File: config.mk
export PLATFORM = sky130hd
export DESIGN_NAME = sup_timer_cmp
export DESIGN_NICKNAME = d
export VERILOG_FILES = /design/src/rtl/sup_timer_cmp_pkg.sv /design/src/rtl/stc_time_adj.sv /design/src/rtl/stc_chan.sv /design/src/rtl/sup_timer_cmp.sv
export SDC_FILE = /design/constraint.sdc
export NUM_CORES = 1
export LEC_CHECK = 0
export ABC_AREA = 1
export BUFFER_PORTS_ARGS = -buffer_cell sky130_fd_sc_hd__buf_2
export CAP_MARGIN = 20
export CELL_PAD_IN_SITES_DETAIL_PLACEMENT = 2
export CELL_PAD_IN_SITES_GLOBAL_PLACEMENT = 2
export CORE_UTILIZATION = 30
export CTS_CLUSTER_SIZE = 10
export DETAILED_ROUTE_END_ITERATION = 16
export HOLD_SLACK_MARGIN = 0.1
export PLACE_DENSITY = 0.85
export SYNTH_ARGS = -nofsm -noshare
export SYNTH_HDL_FRONTEND = slang
export SYNTH_SLANG_ARGS = --single-unit
File: constraint.sdc
create_clock -name clk -period 4.3 [get_ports clk]
set_input_delay 1.29 -clock clk [delete_from_list [all_inputs] [get_ports clk]]
set_output_delay 1.29 -clock clk [all_outputs]
set_load 0.02 [all_outputs]
File: src/rtl/sup_timer_cmp_pkg.sv
package sup_timer_cmp_pkg;
    localparam int TIME_W = 64;
    localparam int NUM_CH = 2;

    typedef enum logic {
        CH_SUP = 1'b0,
        CH_VS  = 1'b1
    } chan_e;
endpackage

File: src/rtl/stc_time_adj.sv
module stc_time_adj #(
    parameter int W = 64
) (
    input  logic [W-1:0] base_i,
    input  logic [W-1:0] off_i,
    output logic [W-1:0] adj_o
);
    // Modulo 2^W sum: the carry out is dropped on purpose.
    always_comb begin
        adj_o = base_i + off_i;
    end
endmodule

File: src/rtl/stc_chan.sv
module stc_chan #(
    parameter int W = 64
) (
    input  logic         clk,
    input  logic         rst,
    input  logic [W-1:0] ctime_i,
    input  logic         tick_i,
    input  logic         we_i,
    input  logic [W-1:0] wdata_i,
    output logic [W-1:0] cmp_o,
    output logic         pend_o
);
    typedef struct packed {
        logic [W-1:0] cmp;
        logic         pend;
    } chan_st_t;

    chan_st_t st_d, st_q;

    always_comb begin
        st_d = st_q;
        if (we_i) begin
            st_d.cmp  = wdata_i;
            st_d.pend = (ctime_i >= wdata_i);
        end else if (tick_i) begin
            st_d.pend = (ctime_i >= st_q.cmp);
        end
    end

    always_ff @(posedge clk) begin
        if (rst) begin
            st_q <= '0;
        end else begin
            st_q <= st_d;
        end
    end

    assign cmp_o  = st_q.cmp;
    assign pend_o = st_q.pend;
endmodule

File: src/rtl/sup_timer_cmp.sv
module sup_timer_cmp
    import sup_timer_cmp_pkg::*;
#(
    parameter int W = TIME_W
) (
    input  logic         clk,
    input  logic         rst,
    input  logic [W-1:0] time_i,
    input  logic         tick_i,
    input  logic [W-1:0] voff_i,
    input  logic         wr_en_i,
    input  logic         wr_sel_i,
    input  logic [W-1:0] wr_data_i,
    output logic [W-1:0] scmp_o,
    output logic [W-1:0] vscmp_o,
    output logic         spend_o,
    output logic         vspend_o
);
    logic [W-1:0] ctime [NUM_CH];
    logic [W-1:0] cmp   [NUM_CH];
    logic         pend  [NUM_CH];
    logic [W-1:0] vtime;

    stc_time_adj #(.W(W)) u_adj (
        .base_i (time_i),
        .off_i  (voff_i),
        .adj_o  (vtime)
    );

    assign ctime[CH_SUP] = time_i;
    assign ctime[CH_VS]  = vtime;

    for (genvar g = 0; g < NUM_CH; g++) begin : g_ch
        logic ch_we;
        assign ch_we = wr_en_i && (wr_sel_i == 1'(g));

        stc_chan #(.W(W)) u_chan (
            .clk     (clk),
            .rst     (rst),
            .ctime_i (ctime[g]),
            .tick_i  (tick_i),
            .we_i    (ch_we),
            .wdata_i (wr_data_i),
            .cmp_o   (cmp[g]),
            .pend_o  (pend[g])
        );
    end

    assign scmp_o   = cmp[CH_SUP];
    assign vscmp_o  = cmp[CH_VS];
    assign spend_o  = pend[CH_SUP];
    assign vspend_o = pend[CH_VS];
endmodule

==> flow_metrics.env, run 1 <==
export IMPL_synthSimpleGateAreaFrac=0.219
export IMPL_drtIter0Drc=1625
export IMPL_start_util=0.304
export IMPL_slowest_stage="nor3_2"
export IMPL_die_h_um=228
export IMPL_finalNonFillerCells=3698
export IMPL_root_buffer="clkbuf_16"
export IMPL_fin_nets=3532
export IMPL_crit_path_max_fanout=4
export IMPL_synth_top_family_by_area="adder cells"
export IMPL_synth_area_leader_cell="ha_1"
export IMPL_synth_mux_area_fraction=0
export IMPL_avgSynthCellArea_um2=6.52
export IMPL_setup_viol=1
export IMPL_dpl_hpwl_mm=73.5
export IMPL_cts_tree="yes"
export IMPL_postPlaceCellArea_um2=20100
export IMPL_path_cells="buf_2 -> ha_4 -> nand2_1 -> nand2_1 -> a31oi_1 -> buf_4 -> o21bai_2 -> nor2_2 -> nand2_4 -> nand3_4 -> nand2_1 -> nand2_1 -> nand2_4 -> ha_4 -> nand4_1 -> nor2_4 -> nand4_1 -> nor3_2 -> buf_4 -> nand2_4 -> nand3_2 -> nand2_2 -> nor2_2"
export IMPL_io_buffers=326
export IMPL_gp_congestion=0.969
export IMPL_area_growth_pct=56.3
export IMPL_wl_per_cell_um=33.7
export IMPL_period_minus_slack_ns=4.85
export IMPL_fmax_mhz=206
export IMPL_hold_class="reg -> reg"
export IMPL_numCtsBuffers=17
export IMPL_yosysWarnings=0
export IMPL_violations="negative setup slack"
export IMPL_via_count=22600
export IMPL_path_clk_slew_ns=0.08
export IMPL_yosys_most_used_dff="dfxtp_1"
export IMPL_synth_compound_area_share=0.213
export IMPL_slowest_delay_ns=0.33
export IMPL_rsz0062_at_grt="true"
export IMPL_required_ns=4.75
export IMPL_yosys_area_share_xor_xnor=0.0270
export IMPL_synth_cells=2344
export IMPL_grt_pass1_wl_mm=152
export IMPL_via_per_inst=6.12
export IMPL_routed_wl_mm=125
export IMPL_cap_violations=0
export IMPL_netlist_area_um2=15300
export IMPL_synth_edf_count=0
export IMPL_cp_start_kind="input pin"
export IMPL_hold_worst_slack_ns=0.501
export IMPL_leakage_nw=11.4
export IMPL_ff2ff_path_depth=14
export IMPL_final_layout_size_suffix_gt1_frac=0.406
export IMPL_antenna_found_initial=1
export IMPL_overflow=0
export IMPL_core_area_um2=50200
export IMPL_synth_fa_ha_area_frac=0.263
export IMPL_setup_ws_ns=-0.548
export IMPL_htree_levels=4
export IMPL_grt_max_degree=79
export IMPL_relSlewSlack=0.237
export IMPL_dieArea_um2=51800
export IMPL_num_rows=82
export IMPL_grt_pass1_vias=24000
export IMPL_drc=0
export IMPL_setup_worst_path_class="in -> reg"
export IMPL_yosysTopAreaCellShare=0.261
export IMPL_io_pins=327
export IMPL_grt_usage=0.397
export IMPL_synth_nets=2861
export IMPL_hold_viol_final=0
export IMPL_setup_tns_ns=-0.548
export IMPL_crit_top_cell="nand2_1"
export IMPL_ys_async_sr_fraction=0
export IMPL_synth_area_leaders="ha_1 (26%), dfxtp_1 (17%), a21oi_1 (11%)"
export IMPL_status="finished, violations left"
export IMPL_post_synth_top_count_cell="nand2_1"
export IMPL_clock_skew_ns=0.0178
export IMPL_final_cell_area_um2=23900
export IMPL_insertion_delay_ns=0.55
export IMPL_peakVddDrop_v=0.000333
export IMPL_total_power_mw=7.33
export IMPL_drt_pre_antenna_iters=7
export IMPL_min_path_cells=2
export IMPL_ant_nets=0
export IMPL_cts_num_sinks=130
export IMPL_worstPathArrival_ns=5.30
export IMPL_die_w_um=228
export IMPL_yosysSeqAreaShare=0.170
export IMPL_synth_common_cells="nand2_1 (428), inv_1 (382), a21oi_1 (341)"
export IMPL_ys_seq_elements=130
export IMPL_drv_slew=0
export IMPL_crit_path_end_kind="flip-flop"
export IMPL_dp_cells=3625
export IMPL_post_route_period_util=1.13
export IMPL_p_per_area_nw_per_um2=307
export IMPL_worstMarginPinSlew_ns=1.14
export IMPL_cts_path_max_buffers=2
export IMPL_synth_cell_type_count=42
routing by layer:
layer,GRT usage,vias to the layer above,wire length (um)
met5,0,-,15
met4,0.287,2,12100
met2,0.707,1513,59000
li1,-,9117,-
met3,0.0845,770,9190
met1,0.413,11200,44500
path summary, 6_finish.rpt:
| path | endpoint | slack, ns | from |
|---|---|---|---|
| min reg2reg | g_ch[1].u_chan.cmp_o[33]$_SDFFE_PP0P_ | 0.50 | g_ch[1].u_chan.cmp_o[33]$_SDFFE_PP0P_ |
| max reg2reg | g_ch[0].u_chan.pend_o$_SDFFE_PP0P_ | 0.87 | g_ch[0].u_chan.cmp_o[27]$_SDFFE_PP0P_ |
| min | g_ch[1].u_chan.cmp_o[33]$_SDFFE_PP0P_ | 0.50 | g_ch[1].u_chan.cmp_o[33]$_SDFFE_PP0P_ |
| max | g_ch[1].u_chan.pend_o$_SDFFE_PP0P_ | -0.55 | time_i[24] |
layout by cell type (no fill, tap or decap), types with 19 or more instances in the layout:
cell type / count
ha_4: 68
nor2_1: 103
a21oi_1: 279
buf_2: 326
a21oi_2: 51
o21ai_0: 173
inv_1: 352
nand2_2: 80
nor2_4: 49
nor2_2: 55
inv_2: 38
ha_1: 243
nand2_1: 342
dfxtp_1: 130
o21ai_1: 28
buf_4: 360
nand4_1: 34
xor2_2: 19
nand3_1: 36
worst max-delay path, delay by kind of cell:
kind | cells | cell delay, ns
fa+ha+maj | 2 | 0.56
simple gates | 16 | 2.54
compound gates | 2 | 0.36
buf+inv | 3 | 0.53
kinds of logic (layout without fill, tap and decap cells):
kind of cell / count (synthesis) / after routing
XOR/XNOR: 47 / 47
buffers and inverters: 438 / 1119
other: 0 / 1
flip-flops: 130 / 130
adder cells (fa/ha/maj): 320 / 320
AO/OA/AOI/OAI: 619 / 619
AND/OR/NAND/NOR: 790 / 790
sequential cells by signal (all words and copies together) (netlist names):
| signal | cells |
|---|---|
| g_ch.u_chan.cmp_o | 128 |
| g_ch.u_chan.pend_o | 2 |
report_power, final:
part           switching (mW)  internal (mW)
clock network           0.717          0.933
logic                    2.76           1.55
registers              0.0807           1.29
total                    3.55           3.77
area by class of cell:
type | instances | area [um2]
clock buffers | 25 | 515
repair buffers | 694 | 4450
inverters | 396 | 1500
clock inverters | 4 | 72.6
fillers | 5686 | 26300
well taps | 672 | 841
multi-input cells | 1776 | 13900
flip-flops and latches | 130 | 2600
diodes | 1 | 2.50
through the flow:
stage / setup slack [ns] / util
floorplan: 0.338 / -
global placement: -0.947 / 0.400
detailed placement: -1.06 / 0.400
CTS: 0.00135 / 0.438
global route: -0.560 / 0.476
finish: -0.548 / 0.476
what timing repair did:
| action | CTS | global route |
|---|---|---|
| hold buffers | 0 | 0 |
| endpoints found under the setup margin | 1 | 1 |
| resized for setup | 269 | 361 |
| pin swaps | 42 | 105 |
| buffers inserted | 17 | 27 |
Note: power is estimated with default switching activity, not from simulation.
==> run 2: changes to the inputs <==
==> constraint.sdc (replaced) <==
create_clock -name clk -period 4.6 [get_ports clk]
set_input_delay 1.38 -clock clk [delete_from_list [all_inputs] [get_ports clk]]
set_output_delay 1.38 -clock clk [all_outputs]
set_load 0.02 [all_outputs]
==> run 2 against run 1 <==
  * The flow still finishes with violations (negative setup slack)
  * Design area shrank 11%
  * Combinational power decreased by 26%
  * First-iteration DRC count is 39% lower
  * Via count fell by 9.3%
  * Flip-flop and latch count unchanged
  * Critical path depth up 1
  * Routed wire length fell by 21%
  * Total power is 19% lower
  * Clock power shrank 10%
  * Sequential power shrank 8%
  * Non-clock buffer count shrank 45
==> flow_metrics.env, run 2 (synthesis gave the netlist of run 1 again) <==
export IMPL_drv_slew=0
export IMPL_p_seq_frac=0.212
export IMPL_dpl_hpwl_mm=73.5
export IMPL_area_growth_pct=39.5
export IMPL_hp_start="g_ch[1].u_chan.cmp_o[24]$_SDFFE_PP0P_"
export IMPL_slowest_stage="ha_1"
export IMPL_hold_viol_final=0
export IMPL_grt_pass1_vias=22100
export IMPL_die_h_um=228
export IMPL_root_buffer="clkbuf_16"
export IMPL_fmax_mhz=201
export IMPL_path_clk_slew_ns=0.07
export IMPL_worstMarginPinSlew_ns=1.07
export IMPL_status="finished, violations left"
export IMPL_fin_nets=3487
export IMPL_setup_viol=1
export IMPL_place_ws_ns=-0.756
export IMPL_intPower_mw=3.21
export IMPL_grt_max_degree=84
export IMPL_startpoint="time_i[27]"
export IMPL_antenna_found_initial=0
export IMPL_start_util=0.304
export IMPL_r2r_slack_ns=1.64
export IMPL_cts_num_sinks=130
export IMPL_numCtsBuffers=17
export IMPL_nFillCells=5939
export IMPL_io_buffers=326
export IMPL_insertion_delay_ns=0.52
export IMPL_clkPwrFrac=0.249
export IMPL_wl_per_cell_um=27.1
export IMPL_crit_path_end_kind="flip-flop"
export IMPL_swShare=0.461
export IMPL_hold_class="reg -> reg"
export IMPL_setup_worst_path_class="in -> reg"
export IMPL_drtIter0Drc=987
export IMPL_final_cell_area_um2=21300
export IMPL_cap_violations=0
export IMPL_die_w_um=228
export IMPL_drt_pre_antenna_iters=5
export IMPL_num_rows=82
export IMPL_period_minus_slack_ns=4.96
export IMPL_via_count=20500
export IMPL_violations="negative setup slack"
export IMPL_path_buf_inv=5
export IMPL_required_ns=5.02
export IMPL_p_per_area_nw_per_um2=280
export IMPL_postPlaceCellArea_um2=20000
export IMPL_path_cells="buf_2 -> ha_1 -> nand2_1 -> buf_4 -> nor2_1 -> inv_1 -> nor2_1 -> inv_1 -> nor3_1 -> nand2_1 -> nand2_2 -> buf_4 -> xor2_2 -> ha_1 -> a21oi_1 -> o21bai_1 -> a21oi_1 -> nand3_1 -> nor2_1 -> nand2_1 -> nand2_1 -> nand2_1 -> a21oi_1 -> nor2_1"
export IMPL_slowest_delay_ns=0.34
export IMPL_ant_nets=0
export IMPL_grt_usage=0.328
export IMPL_overflow=0
export IMPL_io_pins=327
export IMPL_rr_startpoint="g_ch[0].u_chan.cmp_o[43]$_SDFFE_PP0P_"
export IMPL_dieArea_um2=51800
export IMPL_core_area_um2=50200
export IMPL_grt_pass1_wl_mm=128
export IMPL_peakVddDrop_v=0.000265
export IMPL_clock_skew_ns=0.0134
export IMPL_cp_start_kind="input pin"
export IMPL_p_comb_frac=0.539
export IMPL_htree_levels=4
export IMPL_diodes=0
export IMPL_final_cell_mix="nand2_1 (419), inv_1 (380), buf_2 (326)"
export IMPL_leakage_nw=10.8
export IMPL_gp_congestion=0.959
export IMPL_hold_buffers=0
export IMPL_via_per_inst=5.61
export IMPL_cts_tree="yes"
export IMPL_largest_reg_flops=128
export IMPL_post_route_period_util=1.08
export IMPL_crit_top_cell="nand2_1"
export IMPL_final_layout_size_suffix_gt1_frac=0.293
export IMPL_layout_commonest_cell="nand2_1"
export IMPL_setup_ws_ns=-0.365
export IMPL_power_switching_mw=2.75
export IMPL_relSlewSlack=0.279
export IMPL_critPathTopFamily="simple AND/OR/NAND/NOR gates"
export IMPL_crit_path_max_fanout=3
export IMPL_worstPathArrival_ns=5.38
export IMPL_routed_wl_mm=99.0
export IMPL_cts_path_max_buffers=2
export IMPL_drc=0
run 2: metrics by stage:
step                      power, mW  std cells   util  hold WS (ns)  TNS [ns]
final                          5.96       3655  0.425         0.513    -0.365
after global routing           6.19       3655  0.425         0.539    -0.513
after CTS                      5.60       3649  0.411         0.505         0
after detailed placement       4.09       3615  0.398         0.496    -0.756
after global placement         3.78       3615  0.398         0.492    -0.654
after floorplan                2.73       2344      -         0.548         0
run 2: layout make-up:
cell class / count / area [um2] / area share
Multi-Input combinational cell: 1776 / 11700 / 0.551
Timing Repair Buffer: 649 / 4060 / 0.190
Sequential cell: 130 / 2600 / 0.122
Inverter: 396 / 1490 / 0.0698
Tap cell: 672 / 841 / 0.0395
Clock buffer: 22 / 474 / 0.0223
Clock inverter: 10 / 108 / 0.00505
run 2: worst min-delay path: cells and delay by family (launching register included):
kind	cells	cell delay (ns)
AO/OA/AOI/OAI	1	0.07
flip-flops	1	0.31
buffers and inverters	1	0.08
run 2: final timing paths:
kind | endpoint | cells past startpoint
worst max-delay path | g_ch[1].u_chan.pend_o$_SDFFE_PP0P_ | 24
worst min-delay path | g_ch[1].u_chan.cmp_o[24]$_SDFFE_PP0P_ | 2
worst max register to register | g_ch[0].u_chan.pend_o$_SDFFE_PP0P_ | 12
worst min register to register | g_ch[1].u_chan.cmp_o[24]$_SDFFE_PP0P_ | 2
run 2: routing by layer:
layer  vias up  wire, um  track usage
met1     10200     38100        0.370
met5         -         0            0
li1       9050         -            -
met2       849     48600        0.607
met4         0      7370        0.170
met3       442      4860       0.0345
run 2: power by group through the flow:
stage	registers (mW)	logic (mW)	clock network (mW)
after floorplan	1.36	1.36	0
after global placement	1.28	2.51	0
after detailed placement	1.28	2.80	0
after CTS	1.26	2.87	1.47
after global routing	1.27	3.40	1.53
final	1.26	3.21	1.48
run 2: timing repair:
action / in CTS / in global routing
setup endpoints to repair: 1 / 1
setup buffers: 2 / 6
resized for setup: 15 / 157
pin swaps: 3 / 20
